[src/rtl/pcs_pkg.sv]
package pcs_pkg;

  typedef enum logic [2:0] {
    OP_ADV  = 3'd0,
    OP_JMP  = 3'd1,
    OP_PUSH = 3'd2,
    OP_POP  = 3'd3,
    OP_CALL = 3'd4,
    OP_RET  = 3'd5,
    OP_RSV6 = 3'd6,
    OP_RSV7 = 3'd7
  } opCode_e;

  typedef enum logic [1:0] {
    ST_IDLE   = 2'd0,
    ST_ACCESS = 2'd1,
    ST_SETTLE = 2'd2,
    ST_FINISH = 2'd3
  } seqState_e;

  // strobes from control to datapath
  typedef struct packed {
    logic latchArg;
    logic pcAdvance;
    logic pcLoadArg;
    logic pcLoadMem;
    logic spDec;
    logic spInc;
    logic capture;
    logic memWe;
    logic memRe;
    logic wdataFromPc;
  } dpCtrl_t;

endpackage

[src/rtl/pcs_control.sv]
module pcs_control
  import pcs_pkg::*;
(
  input  logic    clk,
  input  logic    rstN,
  input  logic    cmdStart,
  input  opCode_e cmdOp,
  output dpCtrl_t ctrl,
  output logic    busy,
  output logic    done
);

  seqState_e state, stateNext;
  opCode_e   opReg;

  always_ff @(posedge clk) begin
    if (!rstN) begin
      state <= ST_IDLE;
      opReg <= OP_ADV;
    end else begin
      state <= stateNext;
      if (state == ST_IDLE && cmdStart) opReg <= cmdOp;
    end
  end

  always_comb begin
    ctrl      = '0;
    stateNext = state;
    unique case (state)
      ST_IDLE: begin
        if (cmdStart) begin
          ctrl.latchArg = 1'b1;
          unique case (cmdOp)
            OP_ADV: begin
              ctrl.pcAdvance = 1'b1;
              stateNext      = ST_FINISH;
            end
            OP_JMP: stateNext = ST_ACCESS;
            OP_PUSH, OP_CALL: begin
              ctrl.spDec = 1'b1;
              stateNext  = ST_ACCESS;
            end
            OP_POP, OP_RET: stateNext = ST_ACCESS;
            default: stateNext = ST_FINISH;
          endcase
        end
      end
      ST_ACCESS: begin
        unique case (opReg)
          OP_JMP: begin
            ctrl.pcLoadArg = 1'b1;
            stateNext      = ST_FINISH;
          end
          OP_PUSH: begin
            ctrl.memWe = 1'b1;
            stateNext  = ST_FINISH;
          end
          OP_CALL: begin
            ctrl.memWe       = 1'b1;
            ctrl.wdataFromPc = 1'b1;
            ctrl.pcLoadArg   = 1'b1;
            stateNext        = ST_FINISH;
          end
          OP_POP, OP_RET: begin
            ctrl.memRe = 1'b1;
            stateNext  = ST_SETTLE;
          end
          default: stateNext = ST_FINISH;
        endcase
      end
      ST_SETTLE: begin
        ctrl.spInc = 1'b1;
        if (opReg == OP_RET) ctrl.pcLoadMem = 1'b1;
        else                 ctrl.capture   = 1'b1;
        stateNext = ST_FINISH;
      end
      ST_FINISH: stateNext = ST_IDLE;
      default:   stateNext = ST_IDLE;
    endcase
  end

  assign busy = (state != ST_IDLE);
  assign done = (state == ST_FINISH);

  assert_done_pulse_R10: assert property (@(posedge clk) disable iff (!rstN)
    done |=> !done);

  assert_mem_excl_R10: assert property (@(posedge clk) disable iff (!rstN)
    !(ctrl.memWe && ctrl.memRe));

  // the latched op code only moves when the sequencer is idle
  assert_busy_hold_R9: assert property (@(posedge clk) disable iff (!rstN)
    (busy && stateNext != ST_IDLE) |=> $stable(opReg));

  // a read is always followed by the settle step
  assert_read_then_settle_R5: assert property (@(posedge clk) disable iff (!rstN)
    ctrl.memRe |=> (state == ST_SETTLE));

endmodule

[src/rtl/pcs_datapath.sv]
module pcs_datapath
  import pcs_pkg::*;
#(
  parameter int          ADDR_W    = 16,
  parameter logic [15:0] RESET_VEC = 16'hC000,
  parameter logic [15:0] STACK_TOP = 16'h0400
) (
  input  logic              clk,
  input  logic              rstN,
  input  dpCtrl_t           ctrl,
  input  logic [ADDR_W-1:0] cmdArg,
  input  logic [ADDR_W-1:0] memRdata,
  output logic [ADDR_W-1:0] pcOut,
  output logic [ADDR_W-1:0] spOut,
  output logic [ADDR_W-1:0] popData,
  output logic [ADDR_W-1:0] memAddr,
  output logic [ADDR_W-1:0] memWdata
);

  localparam logic [ADDR_W-1:0] STEP     = ADDR_W'(2);
  localparam logic [ADDR_W-1:0] EVEN     = ~ADDR_W'(1);
  localparam logic [ADDR_W-1:0] PC_INIT  = ADDR_W'(RESET_VEC) & EVEN;
  localparam logic [ADDR_W-1:0] SP_INIT  = ADDR_W'(STACK_TOP) & EVEN;

  logic [ADDR_W-1:0] pc, sp, argReg, popReg;

  always_ff @(posedge clk) begin
    if (!rstN) begin
      pc     <= PC_INIT;
      sp     <= SP_INIT;
      argReg <= '0;
      popReg <= '0;
    end else begin
      if (ctrl.latchArg) argReg <= cmdArg;
      if (ctrl.pcAdvance)      pc <= (pc + STEP) & EVEN;
      else if (ctrl.pcLoadArg) pc <= argReg & EVEN;
      else if (ctrl.pcLoadMem) pc <= memRdata & EVEN;
      if (ctrl.spDec)      sp <= (sp - STEP) & EVEN;
      else if (ctrl.spInc) sp <= (sp + STEP) & EVEN;
      if (ctrl.capture) popReg <= memRdata;
    end
  end

  assign pcOut    = pc;
  assign spOut    = sp;
  assign popData  = popReg;
  assign memAddr  = sp;
  assign memWdata = ctrl.wdataFromPc ? pc : argReg;

  assert_adv_step_R2: assert property (@(posedge clk) disable iff (!rstN)
    ctrl.pcAdvance |=> pc == ADDR_W'($past(pc) + STEP));

  assert_jump_even_R3: assert property (@(posedge clk) disable iff (!rstN)
    ctrl.pcLoadArg |=> (pc[0] == 1'b0 && pc[ADDR_W-1:1] == $past(argReg[ADDR_W-1:1])));

  assert_push_pre_dec_R4: assert property (@(posedge clk) disable iff (!rstN)
    ctrl.spDec |=> sp == ADDR_W'($past(sp) - STEP));

  assert_pop_post_inc_R5: assert property (@(posedge clk) disable iff (!rstN)
    ctrl.spInc |=> sp == ADDR_W'($past(sp) + STEP));

  assert_ret_load_R7: assert property (@(posedge clk) disable iff (!rstN)
    ctrl.pcLoadMem |=> pc[ADDR_W-1:1] == $past(memRdata[ADDR_W-1:1]));

endmodule

[src/rtl/pc_stack_seq.sv]
module pc_stack_seq
  import pcs_pkg::*;
#(
  parameter logic [15:0] RESET_VEC = 16'hC000,
  parameter logic [15:0] STACK_TOP = 16'h0400
) (
  input  logic        clk,
  input  logic        rstN,
  input  logic        cmdStart,
  input  logic [2:0]  cmdOp,
  input  logic [15:0] cmdArg,
  output logic        busy,
  output logic        done,
  output logic [15:0] popData,
  output logic [15:0] pcOut,
  output logic [15:0] spOut,
  output logic        memWe,
  output logic        memRe,
  output logic [15:0] memAddr,
  output logic [15:0] memWdata,
  input  logic [15:0] memRdata
);

  dpCtrl_t ctrl;

  pcs_control uCtrl (
    .clk      (clk),
    .rstN     (rstN),
    .cmdStart (cmdStart),
    .cmdOp    (opCode_e'(cmdOp)),
    .ctrl     (ctrl),
    .busy     (busy),
    .done     (done)
  );

  pcs_datapath #(
    .ADDR_W    (16),
    .RESET_VEC (RESET_VEC),
    .STACK_TOP (STACK_TOP)
  ) uDp (
    .clk      (clk),
    .rstN     (rstN),
    .ctrl     (ctrl),
    .cmdArg   (cmdArg),
    .memRdata (memRdata),
    .pcOut    (pcOut),
    .spOut    (spOut),
    .popData  (popData),
    .memAddr  (memAddr),
    .memWdata (memWdata)
  );

  assign memWe = ctrl.memWe;
  assign memRe = ctrl.memRe;

endmodule

[config.mk]
export PLATFORM = sky130hd
export DESIGN_NAME = pc_stack_seq
export DESIGN_NICKNAME = d
export VERILOG_FILES = /design/src/rtl/pcs_pkg.sv /design/src/rtl/pcs_control.sv /design/src/rtl/pcs_datapath.sv /design/src/rtl/pc_stack_seq.sv
export SDC_FILE = /design/constraint.sdc
export NUM_CORES = 1
export LEC_CHECK = 0
export ABC_AREA = 0
export BUFFER_PORTS_ARGS = -buffer_cell sky130_fd_sc_hd__buf_4
export CAP_MARGIN = 20
export CORE_ASPECT_RATIO = 0.6
export CORE_MARGIN = 8
export CORE_UTILIZATION = 40
export CTS_BUF_LIST = sky130_fd_sc_hd__clkbuf_8
export DETAILED_ROUTE_END_ITERATION = 7
export GPL_ROUTABILITY_DRIVEN = 0
export GPL_TIMING_DRIVEN = 0
export HOLD_SLACK_MARGIN = 0.03
export PLACE_DENSITY = 0.75
export SLEW_MARGIN = 40
export SYNTH_ARGS = -nofsm -noshare
export SYNTH_HDL_FRONTEND = slang
export SYNTH_SLANG_ARGS = --single-unit
[constraint.sdc]
create_clock -name clk -period 3.7 [get_ports clk]
set_clock_uncertainty 0.15 [all_clocks]
set_input_delay 0.74 -clock clk [delete_from_list [all_inputs] [get_ports clk]]
set_output_delay 0.74 -clock clk [all_outputs]
set_load 0.01 [all_outputs]
### After elaboration in Yosys (flattened, before gate mapping)

Index checks and enable logic that the tools add are counted.

* register bits: 67
* latch bits: 0
* RAM bits: 0
* memory bits (read-only): 0
* bits of input ports: 38
* output and inout port bits: 84
* word-level logic and storage cells: 60
* memories kept: 0

* add/sub/neg operators: 3
* multipliers: 0
* div/mod/pow operators: 0
* order comparisons: 0
* eq/ne operators: 14
* shift operators: 0
* muxes and demuxes: 26
* bitwise gates (word level): 0
* reductions and logical operators: 11

Operator list (count)
* $mux 16: 6
* $add 16x2->16 const B: 2
* $sub 16x2->16 const B: 1
* $mux 1: 13
* $eq 3x2->1 const B: 4
* $eq 3x3->1 const B: 4
* $mux 2: 5
* $pmux 2 s4: 1
* $reduce_or 2->1: 4
* $eq 3x1->1 const B: 2
* $reduce_or 5->1: 1
* $eq 2x2->1 const B: 2
* $reduce_bool 2->1: 2
* $logic_not 3->1: 1
* $mux 3: 1
* $reduce_bool 3->1: 1
* $eq 2x1->1 const B: 1
* $logic_not 2->1: 1
* $ne 2x2->1 const B: 1
* $logic_and 1x1->1: 1

### Logic depth before layout (Yosys ltp)

Gate-level depths: netlist of the first run.

* word-level depth: 6
* mapped depth: 12
* depth with buffers taken out: 12

### Modules after synthesis

Synthesis of the first run repeated with hierarchy kept, for this count alone.

* cell total of the unflattened synthesis: 469
* area total of the unflattened synthesis: 4135.2 µm²

By module, submodules not included
* pcs_datapath: instances 1, cells each 423, area each 3743.6 µm², seq. area each 1241.2 µm²
* pcs_control: instances 1, cells each 46, area each 391.6 µm², seq. area each 100.1 µm²

### Least setup slack after synthesis of the first run

No wires, ideal clock.

* kind: input port to flip-flop
* from: in cmdOp[1]
* to: reg uDp.sp[12] (netlist: uDp.memAddr[12])
* setup time: 117 ps
* arrival time: 2838 ps
* data required time: 3433 ps
* setup slack: 595 ps
* stages: 10
* path buffers: 0
* cells stage by stage: xnor2_1 or3_4 inv_2 ha_1 a211oi_1 nor4_1 nand3b_1 o211a_1 mux2i_1 a22o_1

* word-level cells in the longest chain between the ends: 6
* elaborated cells on any way between the ends: 8
* classes of those cells: 2 x eq/ne; 4 x mux; 2 x reduce/logical

RTL lines
* from (decl): RTL line pc_stack_seq.sv:10 `input logic [2:0] cmdOp,`
* $eq 3x2->1 / $eq 3x3->1 (equally long branches): RTL line pcs_control.sv:33 `unique case (cmdOp)`
* $reduce_or 2->1 *: RTL line pcs_control.sv:33
* $mux 1 *: RTL line pcs_control.sv:33
* $mux 1 *: RTL line pcs_control.sv:31 `if (cmdStart) begin`
* $mux 1 *: RTL line pcs_control.sv:29 `unique case (state)`
* $mux 16 / $reduce_bool 2->1 (equally long branches)
* to (signal assigned): RTL line pcs_datapath.sv:38 `if (ctrl.spDec) sp <= (sp - STEP) & EVEN;`
* to (signal assigned): RTL line pcs_datapath.sv:39 `else if (ctrl.spInc) sp <= (sp + STEP) & EVEN;`
* to (decl): RTL line pcs_datapath.sv:25 `logic [ADDR_W-1:0] pc, sp, argReg, popReg;`

Mark *: on every way between the ends. The rest lies on a longest branch, timed or not.
A chain may end at the register's enable or synchronous reset.

### Worst setup path after layout of the first run

* from: reg uCtrl.state[0]
* to: reg uDp.sp[14] (netlist: uDp.memAddr[14])

* word-level cells in the longest chain between the ends: 3
* elaborated cells on any way between the ends: 6
* classes of those cells: 1 x eq/ne; 3 x mux; 2 x reduce/logical

RTL lines
* from (decl): RTL line pcs_control.sv:13 `seqState_e state, stateNext;`
* from (signal assigned): RTL line pcs_control.sv:21 `state <= stateNext;`
* $eq 2x2->1 / $logic_not 2->1 (equally long branches): RTL line pcs_control.sv:29
* $mux 2 / $mux 1 (equally long branches): RTL line pcs_control.sv:29
* $reduce_bool 2->1 (no line) / $mux 16 (equally long branches)

Several ways; a longest one is shown, not always the timed one.

==> flow_summary.yaml, run 1 <==
outcome:
  outcome: "completed"
floorplanning:
  ios: 122
  start_util_pct: 40.8
  dieArea_um2: 13500
  core.rowCount: 28
  die_h_um: 93.2
  die_x_um: 145
  core_area_um2: 9740
min_path:
  min_path_type: "flop to flop"
  hp-start: "uDp.argReg[0]"
sta:
  fin_tns_setup_ns: 0
  worst_slew_pin_slew_ns: 0.689
  finalCritPeriodShare_pct: 93.5
  period_needed_ns: 3.46
  finalSetupViolCount: 0
  final-max-slew-violation-count: 0
  slew-limit-headroom_pct: 54.1
  fin_hold_ws_ns: 0.304
  finalWorstSetupSlack_ns: 0.239
  rsz0062_at_grt: "false"
  max_freq_mhz: 289
  final-hold-violation-count: 0
place:
  place.port_buffers: 117
  place_area_um2: 5020
  post-dp-hpwl_um: 10400
  dpl_worst_slack_ns: -0.0139
route:
  drt_first_pass_iters: 5
  drtIter0Drc: 390
  wire_per_inst_um: 17.2
  ant_nets: 0
  via_per_inst: 5.40
  drc_errors: 0
  drt-total-wl_um: 13300
  dr_total_vias: 4185
logic_synthesis:
  yosys_warnings: 0
  avgSynthCellArea_um2: 7.86
  netlist_area_um2: 3970
  synth_edf_count: 0
  ys_seq_elements: 67
  syn_inst: 505
  synth_cell_types: 54
  yosys_most_used_dff: "dfxtp_1"
  async_reset_ff_share_pct: 0
  yosysSeqAreaShare_pct: 33.8
final_layout:
  final_cell_mix: "buf_4 (137), nand2_1 (108), dfxtp_1 (67)"
  stdcell_area_um2: 5260
  drive_gt1_share_pct: 28.3
  area_growth_pct: 32.4
  antennaDiodeCount: 0
  layout_commonest_cell: "buf_4"
  finalNetCount: 693
  fill_cells: 926
clock_tree:
  clockRootBuffer: "clkbuf_8"
  insertion_delay_ns: 0.36
  clock_path_buffers: 2
  cts_tree: "yes"
  clk_transition_reported_paths_ns: 0.07
  cts_num_sinks: 67
  post-cts-setup-buffers: 0
  h-tree-depth: 3
  cts_buffers: 9
global_route:
  busiest_layer: "met2"
  grt_usage_pct: 19.4
  grt-ovfl-total: 0
  use_met1_pct: 25.2
  grt_pass1_vias: 4004
  grt_max_degree: 16
  antenna_found_initial: 0
  grt_first_pass_wirelength_um: 20600
  global_route.usage.met3_pct: 6.92
  grtUsageMet2_pct: 28.8
power:
  p_per_area_nw_per_um2: 589
  p_leak_nw: 2.41
  peakVddDrop_mv: 0.223
critical_path:
  cp_slowest_cell: "a211oi_1"
  critPathMaxStageDelay_ns: 0.41
  start_kind: "flop"
  critPathArrivalTime_ns: 3.55
  crit_path_start: "uCtrl.state[0]"
  cp-end-kind: "flop"
  timing.rr.start: "uCtrl.state[0]"
  crit_type: "flop to flop"
  worstPathRequired_ns: 3.79
  worstPathCellList: "inv_1, ha_1, nand2_1, or3_4, inv_2, ha_1, a211oi_1, nor4_1, nand3b_1, o31ai_2, xor2_1, o21ai_1"
  crit_top_cell: "ha_1"
  path_max_fanout: 15
flow_run:
  drv_cap: 0
report_power, final:
part / total, mW / internal, mW / switching, mW / leakage (nW)
clock network: 0.703 / 0.413 / 0.290 / 0.119
registers: 1.02 / 0.869 / 0.150 / 0.546
logic: 1.37 / 0.599 / 0.774 / 1.75
total: 3.09 / 1.88 / 1.21 / 2.41
sequential cells by signal, indices dropped and copies added (netlist names):
register and count:
uDp.argReg 16, uDp.popData 16, uDp.memAddr 15, uDp.pcOut 15, uCtrl.opReg 3, uCtrl.state 2
logic make-up after synthesis:
| group | share of synthesized area (%) |
|---|---|
| other | 0.0945 |
| buffers and inverters | 7.12 |
| AOI/OAI and AO/OA | 19.9 |
| adders and majority gates | 6.49 |
| muxes | 8.10 |
| and+or+nand+nor | 22.1 |
| xor gates and xnor gates | 2.43 |
| DFF | 33.8 |
cell usage after synthesis, types with 2 or more instances:
cell	n	area, µm²
and2_1	4	25.0
o21ai_0	10	50.1
nand2_1	108	405
and3_1	8	50.1
o311a_1	2	20.0
mux2i_1	13	130
o21a_1	5	37.5
xor2_1	6	52.6
nor2_1	28	105
nand3b_1	2	15.0
buf_1	4	15.0
nand4_1	8	50.1
nor3_1	14	70.1
inv_1	6	22.5
a2111oi_0	2	17.5
ha_1	19	238
mux2_2	16	180
o21ai_1	6	30.0
nand3_1	13	65.1
a211oi_1	8	60.1
dfxtp_1	67	1340
xnor2_1	5	43.8
buf_4	20	150
a21oi_1	65	325
buf_2	4	20.0
a21o_1	5	37.5
nor4_1	3	18.8
nor2b_1	2	12.5
o22ai_1	6	37.5
o31ai_1	4	30.0
clkbuf_1	16	60.1
a221oi_1	2	17.5
nand2b_1	3	18.8
through the flow:
| stage | utilization, % | std cells | power, mW |
|---|---|---|---|
| floorplan | - | 507 | 1.84 |
| global placement | 51.6 | 759 | 2.34 |
| detailed placement | 51.6 | 759 | 2.39 |
| CTS | 53.9 | 775 | 3.10 |
| global route | 54.0 | 775 | 3.28 |
| finish | 54.0 | 775 | 3.09 |
timing repair:
action / CTS / global route
hold buffers: 0 / 0
resized for setup: 0 / 3
setup endpoints to repair: 0 / 10
area by class of cell:
cell class                 count  area, µm²  area share, %
buffer                        45        258           4.90
sequential                    67       1340           25.5
multi-input combinational    388       2360           44.8
clock inverter                 5       75.1           1.43
timing repair buffer         117        878           16.7
clock buffer                  11        151           2.88
inverter                       7       26.3          0.500
tap                          135        169           3.21
routing by layer:
layer	wire length [µm]	vias up
met5	0	-
met4	309	0
met3	1490	33
met1	5960	1920
li1	-	2019
met2	5540	213
worst paths after layout:
| kind | end | slack (ns) | depth (start not counted) |
|---|---|---|---|
| worst max-delay path | uDp.memAddr[14] | 0.24 | 12 |
| worst min-delay path | uDp.argReg[0] | 0.30 | 2 |
| worst min register to register | uDp.argReg[0] | 0.30 | 2 |
| worst max register to register | uDp.memAddr[14] | 0.24 | 12 |
critical path, delay by kind of cell, from the launching register on:
kind / cells / cell delay, ns
buffers and inverters: 2 / 0.42
DFF: 1 / 0.33
AOI/OAI and AO/OA: 3 / 0.84
and+or+nand+nor: 4 / 0.86
adders and majority gates: 2 / 0.52
xor gates and xnor gates: 1 / 0.21
(Power assumes the default switching activity.)
==> run 2, diff against run 1 <==
Settings changed: CELL_PAD_IN_SITES_DETAIL_PLACEMENT set to 1, CELL_PAD_IN_SITES_GLOBAL_PLACEMENT set to 1, CORE_UTILIZATION 40 to 38, PLACE_DENSITY 0.75 to unset, PLACE_DENSITY_LB_ADDON set to 0.1.
Clock period 3.7 ns to 3.2 ns, I/O delays scaled along.
==> flow_summary.yaml, run 2 (same netlist as run 1, synthesis figures left out) <==
route:
  drt_first_pass_iters: 5
  wire_per_inst_um: 19.2
  via_per_inst: 5.36
  drt-total-wl_um: 15200
  drtIter0Drc: 219
  drc_errors: 0
  ant_nets: 0
  dr_total_vias: 4229
critical_path:
  cp_slowest_cell: "or3_4"
  critPathArrivalTime_ns: 3.18
  path_max_fanout: 9
  crit_type: "flop to flop"
  r2r_slack_ns: 0.13
  start_kind: "flop"
  worstPathCellList: "inv_2, ha_4, nand2_1, or3_4, clkinv_8, ha_1, a21o_1, a21oi_2, a21oi_1, nand2b_1, and3_1, nor4_1"
  critPathMaxStageDelay_ns: 0.44
  worstPathRequired_ns: 3.31
  cp-end-kind: "flop"
global_route:
  grt-ovfl-total: 0
  grt_max_degree: 16
  antenna_found_initial: 0
  grt_pass1_vias: 4186
  grt_usage_pct: 20.9
  grt_first_pass_wirelength_um: 23000
final_layout:
  area_growth_pct: 35.8
  fill_cells: 1298
  layout_commonest_cell: "buf_4"
  drive_gt1_share_pct: 31.1
  final_core_util_pct: 51.9
  final_cell_mix: "buf_4 (148), nand2_1 (108), dfxtp_1 (66)"
  stdcell_area_um2: 5390
  finalNetCount: 703
  antennaDiodeCount: 0
clock_tree:
  insertion_delay_ns: 0.36
  clockRootBuffer: "clkbuf_8"
  cts_buffers: 9
  cts_tree: "yes"
  h-tree-depth: 3
  ctsHoldBuffers: 0
  clock_path_buffers: 2
  cts_num_sinks: 67
  clk_transition_reported_paths_ns: 0.08
power:
  total_power_mw: 3.62
  peakVddDrop_mv: 0.282
  p_leak_nw: 2.45
  p_per_area_nw_per_um2: 672
sta:
  period_needed_ns: 3.07
  finalSetupViolCount: 0
  final-max-slew-violation-count: 0
  finalCritPeriodShare_pct: 95.9
  worst_slew_pin_slew_ns: 0.713
  max_freq_mhz: 326
  final-hold-violation-count: 0
  slew-limit-headroom_pct: 52.5
floorplanning:
  dieArea_um2: 14100
  die_h_um: 95.2
  start_util_pct: 38.2
  die_x_um: 148
  ios: 122
  core.rowCount: 29
  core_area_um2: 10400
place:
  post-dp-hpwl_um: 11700
  place_area_um2: 5030
  place.port_buffers: 117
outcome:
  outcome: "completed"
min_path:
  min_path_type: "flop to flop"
flow_run:
  drv_cap: 0
==> run 2: metal layers <==
metal / global-route usage, % / up-vias / wire [µm]
met5: 0 / - / 0
met4: 4.05 / 0 / 88
met3: 6.40 / 10 / 1400
met2: 29.6 / 130 / 6280
met1: 30.4 / 2041 / 7410
li1: - / 2048 / -
==> run 2: worst paths after layout <==
path | startpoint | end | cells past startpoint
worst max register to register | uCtrl.state[1] | uDp.memAddr[9] | 12
worst max-delay path | uCtrl.state[1] | uDp.memAddr[9] | 12
worst min-delay path | uDp.popData[11] | uDp.popData[11] | 2
worst min register to register | uDp.popData[11] | uDp.popData[11] | 2
==> run 2: metrics by stage <==
stage          setup TNS, ns  hold WS [ns]  std cells  setup slack (ns)
2_1_floorplan              0         0.282        507             0.195
3_3_place_gp           -1.50         0.296        763            -0.335
3_5_place_dp           -1.95         0.299        763            -0.432
4_1_cts                    0         0.310        780            0.0312
5_1_grt             -0.00810         0.332        789          -0.00810
6_report                   0         0.310        789             0.132
==> run 2: cell type report <==
type                    instances  area, µm²  share of cell area [%]
flip-flops and latches         67       1350                    25.0
repair buffers                127        953                    17.7
clock buffers                   9        124                    2.30
multi-input cells             388       2420                    44.9
clock inverters                 7       68.8                    1.28
plain buffers                  45        267                    4.95
well taps                     139        174                    3.23
inverters                       7       38.8                   0.720
==> run 2: what timing repair did <==
action | in CTS | in global routing
resized for setup | 9 | 16
setup endpoints to repair | 17 | 15
pin swaps | 1 | 3
setup buffers | 1 | 9
cloned | 0 | 0
==> run 2: report_power, final <==
group | switching, mW | internal (mW)
sequential | 0.186 | 1.01
combinational | 0.952 | 0.750
clock | 0.368 | 0.357
total | 1.51 | 2.11
==> run 2: critical path, delay by kind of cell, from the launching register on <==
| family | cells | cell delay (ns) |
|---|---|---|
| and+or+nand+nor | 5 | 1.17 |
| AOI/OAI and AO/OA | 3 | 0.61 |
| adders and majority gates | 2 | 0.46 |
| DFF | 1 | 0.37 |
| buffers and inverters | 2 | 0.20 |
